--- config.mk ---
export PLATFORM = sky130hd
export DESIGN_NAME = i2c_ctrl_slave
export DESIGN_NICKNAME = d
export VERILOG_FILES = /design/src/rtl/i2c_ctrl_pkg.sv /design/src/rtl/i2c_line_sync.sv /design/src/rtl/i2c_reg_file.sv /design/src/rtl/i2c_ctrl_slave.sv
export SDC_FILE = /design/constraint.sdc
export NUM_CORES = 1
export LEC_CHECK = 0
export BUFFER_PORTS_ARGS = -buffer_cell sky130_fd_sc_hd__clkbuf_2
export CAP_MARGIN = 30
export CORE_UTILIZATION = 35
export DETAILED_ROUTE_END_ITERATION = 10
export PLACE_DENSITY = 0.66
export SYNTH_ARGS = -nofsm -noshare
export SYNTH_HDL_FRONTEND = slang
export SYNTH_SLANG_ARGS = --single-unit
--- constraint.sdc ---
create_clock -name clk -period 1.9 [get_ports clk]
set_input_delay 0.38 -clock clk [delete_from_list [all_inputs] [get_ports clk]]
set_output_delay 0.38 -clock clk [all_outputs]
set_load 0.05 [all_outputs]
--- src/rtl/i2c_ctrl_pkg.sv ---
package i2c_ctrl_pkg;

    typedef enum logic [3:0] {
        ST_IDLE,
        ST_ADDR,
        ST_ADDR_ACK,
        ST_SUB,
        ST_SUB_ACK,
        ST_DATA,
        ST_DATA_ACK,
        ST_TX,
        ST_TX_ACK,
        ST_IGNORE
    } cs_state_t;

    localparam int unsigned BYTE_W = 8;

endpackage

--- src/rtl/i2c_line_sync.sv ---
module i2c_line_sync #(
    parameter int unsigned STAGES = 2
) (
    input  logic clk,
    input  logic rst_n,
    input  logic scl_in,
    input  logic sda_in,
    output logic sda_s,
    output logic scl_rise,
    output logic scl_fall,
    output logic start_det,
    output logic stop_det
);

    logic [STAGES-1:0] scl_pipe;
    logic [STAGES-1:0] sda_pipe;
    logic              scl_q;
    logic              sda_q;
    logic              scl_s;

    always_ff @(posedge clk or negedge rst_n) begin
        if (!rst_n) begin
            scl_pipe <= '1;
            sda_pipe <= '1;
            scl_q    <= 1'b1;
            sda_q    <= 1'b1;
        end else begin
            scl_pipe <= {scl_pipe[STAGES-2:0], scl_in};
            sda_pipe <= {sda_pipe[STAGES-2:0], sda_in};
            scl_q    <= scl_pipe[STAGES-1];
            sda_q    <= sda_pipe[STAGES-1];
        end
    end

    assign scl_s     = scl_pipe[STAGES-1];
    assign sda_s     = sda_pipe[STAGES-1];
    assign scl_rise  = scl_s & ~scl_q;
    assign scl_fall  = ~scl_s & scl_q;
    assign start_det = scl_s & scl_q & ~sda_s & sda_q;
    assign stop_det  = scl_s & scl_q & sda_s & ~sda_q;

endmodule

--- src/rtl/i2c_reg_file.sv ---
module i2c_reg_file #(
    parameter int unsigned NREG  = 10,
    parameter int unsigned W     = 8,
    parameter int unsigned IDX_W = 4
) (
    input  logic              clk,
    input  logic              rst_n,
    input  logic              wr_en,
    input  logic [IDX_W-1:0]  wr_idx,
    input  logic [W-1:0]      wr_data,
    output logic [NREG*W-1:0] regs_flat
);

    for (genvar g = 0; g < NREG; g++) begin : g_reg
        logic [W-1:0] r;
        always_ff @(posedge clk or negedge rst_n) begin
            if (!rst_n) begin
                r <= '0;
            end else if (wr_en && wr_idx == IDX_W'(g)) begin
                r <= wr_data;
            end
        end
        assign regs_flat[g*W +: W] = r;
    end

endmodule

--- src/rtl/i2c_ctrl_slave.sv ---
module i2c_ctrl_slave
    import i2c_ctrl_pkg::*;
#(
    parameter int unsigned NREG        = 10,
    parameter int unsigned PTR_W       = 4,
    parameter logic [5:0]  DEV_PREFIX  = 6'b100010,
    parameter int unsigned SYNC_STAGES = 2
) (
    input  logic                   clk,
    input  logic                   rst_n,
    input  logic                   scl_in,
    input  logic                   sda_in,
    input  logic                   addr_sel,
    input  logic                   stat_pause_n,
    input  logic                   stat_zc_mute,
    input  logic                   stat_soft_mute,
    input  logic                   stat_stereo,
    output logic                   sda_pull,
    output logic [NREG*BYTE_W-1:0] ctrl_regs
);

    localparam logic [3:0]       BITS_FULL = 4'd8;
    localparam logic [3:0]       TX_LAST   = 4'd7;
    localparam logic [PTR_W-1:0] PTR_LIMIT = PTR_W'(NREG);

    cs_state_t         state, state_nx;
    logic              sda_s, scl_rise, scl_fall, start_det, stop_det;
    logic [7:0]        shreg;
    logic [7:0]        txsh;
    logic [3:0]        bitcnt;
    logic [PTR_W-1:0]  ptr;
    logic              inc_en;
    logic              rd_mode;
    logic              mack;
    logic              bus_free;
    logic              wr_en;
    logic [PTR_W-1:0]  wr_idx;
    logic [7:0]        wr_data;
    logic              byte_done;
    logic              addr_hit;
    logic [7:0]        status_byte;

    i2c_line_sync #(.STAGES(SYNC_STAGES)) u_sync (
        .clk      (clk),
        .rst_n    (rst_n),
        .scl_in   (scl_in),
        .sda_in   (sda_in),
        .sda_s    (sda_s),
        .scl_rise (scl_rise),
        .scl_fall (scl_fall),
        .start_det(start_det),
        .stop_det (stop_det)
    );

    i2c_reg_file #(.NREG(NREG), .W(BYTE_W), .IDX_W(PTR_W)) u_regs (
        .clk      (clk),
        .rst_n    (rst_n),
        .wr_en    (wr_en),
        .wr_idx   (wr_idx),
        .wr_data  (wr_data),
        .regs_flat(ctrl_regs)
    );

    assign byte_done   = (bitcnt == BITS_FULL);
    assign addr_hit    = (shreg[7:1] == {DEV_PREFIX, addr_sel});
    assign status_byte = {4'b0000, stat_stereo, stat_soft_mute, stat_zc_mute, stat_pause_n};

    // next-state logic
    always_comb begin
        state_nx = state;
        if (stop_det) begin
            state_nx = ST_IDLE;
        end else if (start_det && bus_free) begin
            state_nx = ST_ADDR;
        end else begin
            unique case (state)
                ST_IDLE:     state_nx = ST_IDLE;
                ST_ADDR:     if (scl_fall && byte_done) state_nx = addr_hit ? ST_ADDR_ACK : ST_IGNORE;
                ST_ADDR_ACK: if (scl_fall) state_nx = rd_mode ? ST_TX : ST_SUB;
                ST_SUB:      if (scl_fall && byte_done) state_nx = ST_SUB_ACK;
                ST_SUB_ACK:  if (scl_fall) state_nx = ST_DATA;
                ST_DATA:     if (scl_fall && byte_done) state_nx = ST_DATA_ACK;
                ST_DATA_ACK: if (scl_fall) state_nx = ST_DATA;
                ST_TX:       if (scl_fall && bitcnt == TX_LAST) state_nx = ST_TX_ACK;
                ST_TX_ACK:   if (scl_fall) state_nx = mack ? ST_TX : ST_IGNORE;
                ST_IGNORE:   state_nx = ST_IGNORE;
                default:     state_nx = ST_IDLE;
            endcase
        end
    end

    // state register
    always_ff @(posedge clk or negedge rst_n) begin
        if (!rst_n) state <= ST_IDLE;
        else        state <= state_nx;
    end

    // datapath registers
    always_ff @(posedge clk or negedge rst_n) begin
        if (!rst_n) begin
            shreg    <= '0;
            txsh     <= '0;
            bitcnt   <= '0;
            ptr      <= '0;
            inc_en   <= 1'b0;
            rd_mode  <= 1'b0;
            mack     <= 1'b0;
            bus_free <= 1'b1;
            wr_en    <= 1'b0;
            wr_idx   <= '0;
            wr_data  <= '0;
        end else begin
            wr_en <= 1'b0;
            if (stop_det) begin
                bus_free <= 1'b1;
                bitcnt   <= '0;
            end else if (start_det && bus_free) begin
                bus_free <= 1'b0;
                bitcnt   <= '0;
            end else begin
                unique case (state)
                    ST_ADDR, ST_SUB, ST_DATA: begin
                        if (scl_rise && !byte_done) begin
                            shreg  <= {shreg[6:0], sda_s};
                            bitcnt <= bitcnt + 4'd1;
                        end
                        if (scl_fall && byte_done) begin
                            bitcnt <= '0;
                            if (state == ST_ADDR) begin
                                rd_mode <= shreg[0];
                            end else if (state == ST_SUB) begin
                                ptr    <= shreg[PTR_W-1:0];
                                inc_en <= shreg[4];
                            end else begin
                                if (ptr < PTR_LIMIT) begin
                                    wr_en   <= 1'b1;
                                    wr_idx  <= ptr;
                                    wr_data <= shreg;
                                end
                                if (inc_en) ptr <= ptr + 1'b1;
                            end
                        end
                    end
                    ST_ADDR_ACK: begin
                        if (scl_fall && rd_mode) begin
                            txsh   <= status_byte;
                            bitcnt <= '0;
                        end
                    end
                    ST_TX: begin
                        if (scl_fall) begin
                            if (bitcnt == TX_LAST) begin
                                bitcnt <= '0;
                            end else begin
                                txsh   <= {txsh[6:0], 1'b0};
                                bitcnt <= bitcnt + 4'd1;
                            end
                        end
                    end
                    ST_TX_ACK: begin
                        if (scl_rise) mack <= ~sda_s;
                        if (scl_fall && mack) txsh <= status_byte;
                    end
                    default: ;
                endcase
            end
        end
    end

    // outputs
    always_comb begin
        sda_pull = 1'b0;
        unique case (state)
            ST_ADDR_ACK, ST_SUB_ACK, ST_DATA_ACK: sda_pull = 1'b1;
            ST_TX:                                sda_pull = ~txsh[7];
            default:                              sda_pull = 1'b0;
        endcase
    end

endmodule

==> flow_metrics.tcl <==
set metrics [dict create \
    worstSkewPairLatency_ps 410 \
    final.min_clock_period_ps 1850 \
    drive_above_1_share 0.495 \
    clk_pin_slew_ps 60 \
    finalClockSkew_ps 6.99 \
    use_met3 0.0421 \
    ys_ff_latch 131 \
    whs_ps 48.1 \
    grt_use_met2 0.260 \
    drc 0 \
    fmaxAchievable_mhz 540 \
    grt_max_degree 56 \
    cp-end-kind "register" \
    ys_warn_count 0 \
    synth_edf_count 0 \
    start_util 0.358 \
    min_period_over_period 0.975 \
    track_usage 0.158 \
    grt_pass1_wl_um 20100 \
    p_leak_nw 3.61 \
    cts_root_buf "clkbuf_16" \
    required_ps 2200 \
    viasPerCell 4.93 \
    finalMaxSlewViolations 0 \
    crit_slowest_cell "or4b_4" \
    tritoncts.num_buffers 17 \
    drt-initial-drc-count 174 \
    place_worst_setup_slack_ps 41.2 \
    ys.flop_type "dfrtp_1" \
    antenna_found_initial 0 \
    htreeDepth 4 \
    setup_viol 0 \
    dieArea_sq_um 16700 \
    cp_max_fo 13 \
    clock_path_buffers 2 \
    rows 46 \
    fp.dieH_um 129 \
    cts_sinks 131 \
    relSlewSlack 0.602 \
    via_count 3828 \
    use_met1 0.197 \
    place_hpwl_um 8560 \
    crit_top_cell "buf_4" \
    gr-total-overflow 0 \
    wl_um 12500 \
    synthArstFlopShare 1.00 \
    path_cells "buf_4, or4b_4, nand4_1, buf_4, o22ai_1, a21o_2" \
    tightest_slew_ps 596 \
    reg2reg_slack_ps 50 \
    start_kind "register" \
    hold_violations 0 \
    ios 90 \
    critPathArrivalTime_ps 2150 \
    synthesis.area_sq_um 5660 \
    gp_congestion 0.919 \
    peakVddDrop_uv 663 \
    diodes 0 \
    area_growth_pct 27.2 \
    port-buffer-count 89 \
    status "completed" \
    grt_pass1_vias 3813 \
    synthDistinctLibCells 61 \
    syn-num-nets 440 \
    nets 560 \
    syn_avg_cell_area_sq_um 13.2 \
    dieWidth_um 129 \
    timing.final.ws_setup_ps 48.1 \
    synth_cells 428 \
    critPathMaxStageDelay_ps 490 \
    grt-busiest-layer "met2" \
    core_sq_um 15800 \
    antenna_left 0 \
    max_cap_violations 0 \
    min_path_type "primary input to register" \
    avgRoutedWirePerCell_um 16.1 \
    crit_type "register to register" \
    power_density_nw_per_um2 1150 \
    cts_tree "built" \
    seq_area_frac_synth 0.581 \
    drt_first_pass_iters 4 \
]
cell type report:
| cell class | instances | area (sq um) |
|---|---|---|
| clock inverter | 11 | 151 |
| inverter | 9 | 33.8 |
| fill | 1409 | 8620 |
| timing repair buffer | 123 | 744 |
| tap | 216 | 270 |
| clock buffer | 20 | 467 |
| multi-input combinational | 266 | 2250 |
| sequential | 131 | 3290 |
metal layers:
metal  share of wire  routed length (um)
met5               0                   0
met4           0.014                 177
met2            0.49                6120
met1            0.44                5520
met3           0.054                 678
critical path, delay by kind of cell (launching register included):
family | cells | cell delay (ps)
AOI/OAI and AO/OA | 2 | 250
DFF | 1 | 480
and+or+nand+nor | 2 | 700
buffers and inverters | 2 | 320
placed cells by master (no fill, tap or decap), drive strengths merged, types with 4 or more instances in the layout:
cell type	count
mux2i	5
mux2	101
clkinvlp	4
and2b	4
buf	35
nand2	28
o21ai	22
nor2	18
clkbuf	107
inv	10
and3	4
a21oi	6
nand3b	8
nand3	6
dfstp	7
nor3	5
nand2b	6
dfrtp	124
registers in the layout, indices dropped and copies added (netlist names), 2 cells and up:
| name | count |
|---|---|
| wr_idx | 4 |
| wr_data | 8 |
| txsh | 8 |
| state | 4 |
| bitcnt | 4 |
| u_sync.scl_pipe | 2 |
| u_sync.sda_pipe | 2 |
| shreg | 8 |
| u_regs.g.r | 80 |
| ptr | 4 |
cell families after synthesis:
| group | count (synthesis) | synth area share |
|---|---|---|
| DFF | 131 | 0.581 |
| muxes | 106 | 0.210 |
| and+or+nand+nor | 98 | 0.0970 |
| AOI/OAI and AO/OA | 57 | 0.0743 |
| buffers and inverters | 31 | 0.0281 |
| adders and majority gates | 3 | 0.00663 |
| xor gates and xnor gates | 2 | 0.00309 |
through the flow:
stage | area, sq um | power, mW | setup TNS, ps | util | instances
after global placement | 6440 | 4.72 | 0 | 0.407 | 732
after CTS | 7080 | 8.20 | 0 | 0.447 | 765
final | 7200 | 8.27 | 0 | 0.455 | 776
after global routing | 7200 | 8.68 | -15.4 | 0.455 | 776
after floorplan | 5660 | 4.37 | 0 | - | 428
after detailed placement | 6440 | 4.77 | 0 | 0.407 | 732
repair_timing:
| action | 4_1_cts | 5_1_grt |
|---|---|---|
| gates resized for setup | 3 | 15 |
| endpoints found under the hold margin | 24 | 0 |
| hold buffers | 1 | 0 |
| pin swaps | 0 | 6 |
| setup endpoints to repair | 1 | 20 |
| setup buffers | 1 | 11 |
power breakdown:
group	internal, mW	leakage (nW)	switching, mW	total [mW]
combinational	0.750	1.56	0.815	1.57
clock	2.16	0.291	1.19	3.36
sequential	3.03	1.77	0.322	3.35
total	5.94	3.61	2.33	8.27
cells in the mapped netlist (all sizes together), types with 4 or more instances:
cell,instances,area (sq um)
nand2,28,105
clkbuf,13,48.8
nand3b,8,60.1
dfstp,7,184
and3,4,25.0
and2b,4,32.5
nand2b,6,37.5
a21oi,6,30.0
nor2,18,70.1
inv,9,33.8
o21ai,22,114
nor3,5,25.0
nand3,6,30.0
mux2i,5,50.1
buf,9,76.3
mux2,101,1140
dfrtp,124,3100
final timing paths:
kind	start	to	cells past startpoint
setup / recovery	state[0]	bitcnt[3]	6
hold reg to reg	u_sync.sda_pipe[0]	u_sync.sda_pipe[1]	0
hold / removal	sda_in	u_sync.sda_pipe[0]	1
min in group asynchronous	rst_n	u_regs.g_reg[0].r[7]	2
setup reg to reg	state[0]	bitcnt[3]	6
max in group asynchronous	rst_n	u_sync.sda_q	3
No activity file was read; power rests on OpenSTA's default activity.
